$ cat config.mk
export PLATFORM = sky130hd
export DESIGN_NAME = ds1_rx_timing
export DESIGN_NICKNAME = d
export VERILOG_FILES = /design/src/rtl/ds1_rx_pkg.sv /design/src/rtl/ds1_pos_counter.sv /design/src/rtl/ds1_slot_decode.sv /design/src/rtl/ds1_rx_timing.sv
export SDC_FILE = /design/constraint.sdc
export NUM_CORES = 1
export LEC_CHECK = 0
export ABC_AREA = 0
export BUFFER_PORTS_ARGS = -buffer_cell sky130_fd_sc_hd__buf_2
export CAP_MARGIN = 15
export CORE_MARGIN = 2
export CORE_UTILIZATION = 58
export DETAILED_ROUTE_END_ITERATION = 8
export GPL_TIMING_DRIVEN = 0
export HOLD_SLACK_MARGIN = 0.15
export PLACE_DENSITY = 0.95
export SLEW_MARGIN = 25
export SYNTH_ARGS = -nofsm -noshare
export SYNTH_HDL_FRONTEND = slang
export SYNTH_HIERARCHICAL = 1
export SYNTH_SLANG_ARGS = --single-unit
$ cat constraint.sdc
create_clock -name clk -period 6.3 [get_ports clk]
set_input_delay 0.315 -clock clk [delete_from_list [all_inputs] [get_ports clk]]
set_output_delay 0.315 -clock clk [all_outputs]
set_load 0.01 [all_outputs]
$ cat src/rtl/ds1_rx_pkg.sv
package ds1_rx_pkg;

    localparam int FRAME_BITS  = 193;
    localparam int SLOT_COUNT  = 24;
    localparam int SLOT_LEN    = 8;
    localparam int SF_FRAMES   = 12;
    localparam int ESF_FRAMES  = 24;
    localparam int SIG_PERIOD  = 6;

    localparam int POS_W   = $clog2(FRAME_BITS);
    localparam int SLOT_W  = $clog2(SLOT_COUNT);
    localparam int FRAME_W = $clog2(ESF_FRAMES);

    typedef logic [POS_W-1:0]   bitpos_t;
    typedef logic [FRAME_W-1:0] frame_t;
    typedef logic [SLOT_W-1:0]  slot_t;

    typedef enum logic {
        SF_SHORT = 1'b0,
        SF_LONG  = 1'b1
    } sf_len_e;

    typedef struct packed {
        frame_t  frame;
        bitpos_t bitpos;
    } pos_t;

    typedef struct packed {
        slot_t num;
        logic  framing;
        logic  lsb;
        logic  hit;
        logic  sig_frame;
    } slot_info_t;

    localparam bitpos_t LAST_BIT = bitpos_t'(FRAME_BITS - 1);

    function automatic frame_t last_frame(sf_len_e len);
        return (len == SF_LONG) ? frame_t'(ESF_FRAMES - 1) : frame_t'(SF_FRAMES - 1);
    endfunction

    function automatic logic is_bypass(logic [1:0] cfg);
        return cfg[1] == cfg[0];
    endfunction

endpackage

$ cat src/rtl/ds1_pos_counter.sv
module ds1_pos_counter
    import ds1_rx_pkg::*;
(
    input  logic    clk,
    input  logic    rst,
    input  logic    align,
    input  sf_len_e sf_len,
    output pos_t    pos
);

    frame_t frame_lim;
    assign frame_lim = last_frame(sf_len);

    always_ff @(posedge clk) begin
        if (rst || align) begin
            pos <= '0;
        end else if (pos.bitpos == LAST_BIT) begin
            pos.bitpos <= '0;
            pos.frame  <= (pos.frame >= frame_lim) ? '0 : pos.frame + 1'b1;
        end else begin
            pos.bitpos <= pos.bitpos + 1'b1;
        end
    end

    // an alignment pulse restarts both counters
    p_align_restart_r1: assert property (@(posedge clk) disable iff (rst)
        align |=> (pos.bitpos == '0 && pos.frame == '0));

    // inside a frame the bit position advances by one
    p_bit_step_r1: assert property (@(posedge clk) disable iff (rst)
        (!align && pos.bitpos != LAST_BIT) |=> (pos.bitpos == $past(pos.bitpos) + 1'b1));

    // the last bit wraps to the framing bit and the frame index moves
    p_frame_wrap_r1: assert property (@(posedge clk) disable iff (rst)
        (!align && pos.bitpos == LAST_BIT) |=> (pos.bitpos == '0 && pos.frame != $past(pos.frame)));

endmodule

$ cat src/rtl/ds1_slot_decode.sv
module ds1_slot_decode
    import ds1_rx_pkg::*;
(
    input  pos_t                  pos,
    input  logic [SLOT_COUNT-1:0] mask,
    output slot_info_t            info
);

    bitpos_t               off;
    slot_t                 num;
    logic                  framing;
    logic [SLOT_COUNT-1:0] hit_vec;

    assign framing = (pos.bitpos == '0);
    assign off     = pos.bitpos - 1'b1;
    assign num     = framing ? '0 : slot_t'(off / bitpos_t'(SLOT_LEN));

    for (genvar k = 0; k < SLOT_COUNT; k++) begin : g_slot_hit
        assign hit_vec[k] = mask[k] && !framing && (num == slot_t'(k));
    end

    always_comb begin
        info.num       = num;
        info.framing   = framing;
        info.lsb       = !framing && ((off % bitpos_t'(SLOT_LEN)) == bitpos_t'(SLOT_LEN - 1));
        info.hit       = |hit_vec;
        info.sig_frame = (pos.frame % frame_t'(SIG_PERIOD)) == frame_t'(SIG_PERIOD - 1);
    end

endmodule

$ cat src/rtl/ds1_rx_timing.sv
module ds1_rx_timing
    import ds1_rx_pkg::*;
(
    input  logic                  clk,
    input  logic                  rst,
    input  logic                  frame_align,
    input  logic                  sf_long,
    input  logic [1:0]            slip_cfg,
    input  logic                  rx_data,
    input  logic                  frac_en,
    input  logic                  frac_ce_mode,
    input  logic [SLOT_COUNT-1:0] frac_mask,
    output logic                  ts_clk,
    output logic [SLOT_W-1:0]     ts_pins,
    output logic                  frame_sync,
    output logic                  mframe_sync,
    output logic                  sync_out_en
);

    sf_len_e    sf_len;
    pos_t       pos;
    slot_info_t info;
    logic       frac_bit;
    logic       sig_bit;

    assign sf_len = sf_len_e'(sf_long);

    ds1_pos_counter u_pos (
        .clk    (clk),
        .rst    (rst),
        .align  (frame_align),
        .sf_len (sf_len),
        .pos    (pos)
    );

    ds1_slot_decode u_dec (
        .pos  (pos),
        .mask (frac_mask),
        .info (info)
    );

    assign frame_sync  = (pos.bitpos == LAST_BIT);
    assign mframe_sync = frame_sync && (pos.frame == last_frame(sf_len));
    assign sync_out_en = is_bypass(slip_cfg);

    assign frac_bit = rx_data & info.hit;
    assign sig_bit  = rx_data & info.lsb & info.sig_frame;

    always_comb begin
        if (frac_en) begin
            ts_pins = {info.num[SLOT_W-1:3], info.hit, sig_bit, frac_bit};
            ts_clk  = frac_ce_mode ? info.hit : (info.hit & clk);
        end else begin
            ts_pins = info.num;
            ts_clk  = info.lsb;
        end
    end

    // the superframe pulse only comes with a frame pulse
    p_mframe_in_frame_r5: assert property (@(posedge clk) disable iff (rst)
        mframe_sync |-> frame_sync);

    // the frame pulse lasts one bit period
    p_frame_pulse_once_r4: assert property (@(posedge clk) disable iff (rst)
        (frame_sync && !frame_align) |=> !frame_sync);

    // no fractional data outside an enabled slot
    p_frac_gate_r8: assert property (@(posedge clk) disable iff (rst)
        (frac_en && !ts_pins[2]) |-> !ts_pins[0]);

    // in normal mode the slot strobe is never two bits wide
    p_slot_strobe_single_r2: assert property (@(posedge clk) disable iff (rst)
        (!frac_en && ts_clk) |=> (!ts_clk || frac_en));

endmodule

==> impl_metrics.tcl <==
set metrics [dict create \
    min_path_type "in2reg" \
    slowest_stage "o211ai_1" \
    hold_ws_ps 490 \
    path_clk_slew_ps 80 \
    dp_hpwl_mm 3.16 \
    core-area_sq_um 2730 \
    antenna_found_initial 0 \
    crit_path_frequent_cell "clkbuf_4" \
    critPathRequiredTime_ps 5980 \
    finalMaxSlewViolations 0 \
    drive_gt1_share_pct 24.7 \
    io_buffer_count 41 \
    hold_viol_final 0 \
    start_util_pct 61.1 \
    post_drt_wl_per_cell_um 14.3 \
    grt_usage_pct 26.1 \
    avgSynthCellArea_sq_um 7.62 \
    power_uw 213 \
    endpoint_kind "output port" \
    drtPass1Iterations 4 \
    holdBufCountCts 0 \
    place_congestion 0.902 \
    grt_first_pass_wirelength_mm 6.82 \
    leakage_uw 0.000774 \
    antenna_cells 0 \
    layout_commonest_cell "buf_2" \
    setup_viol 0 \
    cts_resized 0 \
    rows 19 \
    max_stage_delay_ps 150 \
    power_density_nw_per_um2 109 \
    rsz0062_at_grt "false" \
    path_class "clk2out" \
    area_growth_pct 17.5 \
    skew_ps 3.20 \
    largest_reg_flops 13 \
    drt_first_iter_violations 96 \
    fin_tns_setup_ps 0 \
    drcViolationCount 0 \
    vias_per_cell 6.38 \
    top_regs "u_pos/pos x13" \
    cp_cell_sequence "clkbuf_4 -> clkbuf_4 -> o211ai_1 -> o21ai_0 -> buf_2" \
    max_cap_violations 0 \
    start_kind "clock port" \
    max_slew_margin_pct 38.2 \
    syn_inst 219 \
    die_x_um 57.6 \
    post_cts_buffers 0 \
    worstMarginPinSlew_ps 918 \
    fin_ws_ps 2230 \
    top_register "u_pos/pos" \
    insertion_delay_ps 400 \
    dieArea_sq_um 3320 \
    critPathArrivalTime_ps 3760 \
    status "finished, final reports clean" \
    vias 1902 \
    syn_nets 260 \
    worst-path-max-fanout 2 \
    peakVddDrop_uv 139 \
    final_cell_mix "buf_2 (44), o21ai_0 (17), nand3_1 (16)" \
    fin_nets 309 \
    antenna_left 0 \
    cts_tree "yes" \
    overflow 0 \
    grt_max_degree 16 \
    grt_pass1_vias 1584 \
    synth_area_sq_um 1670 \
    io_pins 42 \
    wl_mm 4.26 \
    die_h_um 57.6 \
    place_ws_ps 2480 \
    ys_warn_count 6 \
]
[layout make-up]
class / count / area [sq um]
plain buffers: 15 / 86.3
clock buffers: 8 / 53.8
fillers: 232 / 772
inverters: 12 / 45.0
multi-input cells: 179 / 1280
flip-flops and latches: 13 / 260
well taps: 31 / 38.8
repair buffers: 40 / 200
[final timing paths]
path / start / endpoint / slack, ps / depth (start not counted)
setup / recovery: clk / ts_clk / 2230 / 5
hold / removal: rst / u_pos/pos[3] / 490 / 4
setup reg to reg: u_pos/pos[0] / u_pos/pos[11] / 4390 / 5
hold reg to reg: u_pos/pos[12] / u_pos/pos[12] / 600 / 2
[layer usage]
| layer | vias to the layer above | track usage [%] | share of wire (%) |
|---|---|---|---|
| li1 | 949 | - | - |
| met1 | 853 | 33.9 | 43 |
| met2 | 96 | 40.1 | 46 |
| met3 | 4 | 8.48 | 9.4 |
| met4 | 0 | 10.6 | 0.89 |
| met5 | - | 0 | 0 |
[power by group]
| part | switching, uW | total [uW] | leakage [uW] | internal [uW] |
|---|---|---|---|---|
| clock | 36.9 | 83.3 | 0.0000362 | 46.4 |
| sequential | 1.83 | 84.5 | 0.000105 | 82.7 |
| combinational | 23.9 | 45.4 | 0.000633 | 21.4 |
[worst max-delay path, delay by kind of cell]
kind | cells | cell delay [ps]
buffers and inverters | 3 | 370
AO/OA/AOI/OAI | 2 | 240
[per-stage QoR]
step | utilization [%] | instances | cell area (sq um)
final | 71.8 | 298 | 1960
after global routing | 71.8 | 298 | 1960
after CTS | 71.8 | 298 | 1960
after detailed placement | 70.0 | 291 | 1910
after global placement | 70.0 | 291 | 1910
after floorplan | - | 219 | 1670
No activity file was read; power rests on OpenSTA's default activity.
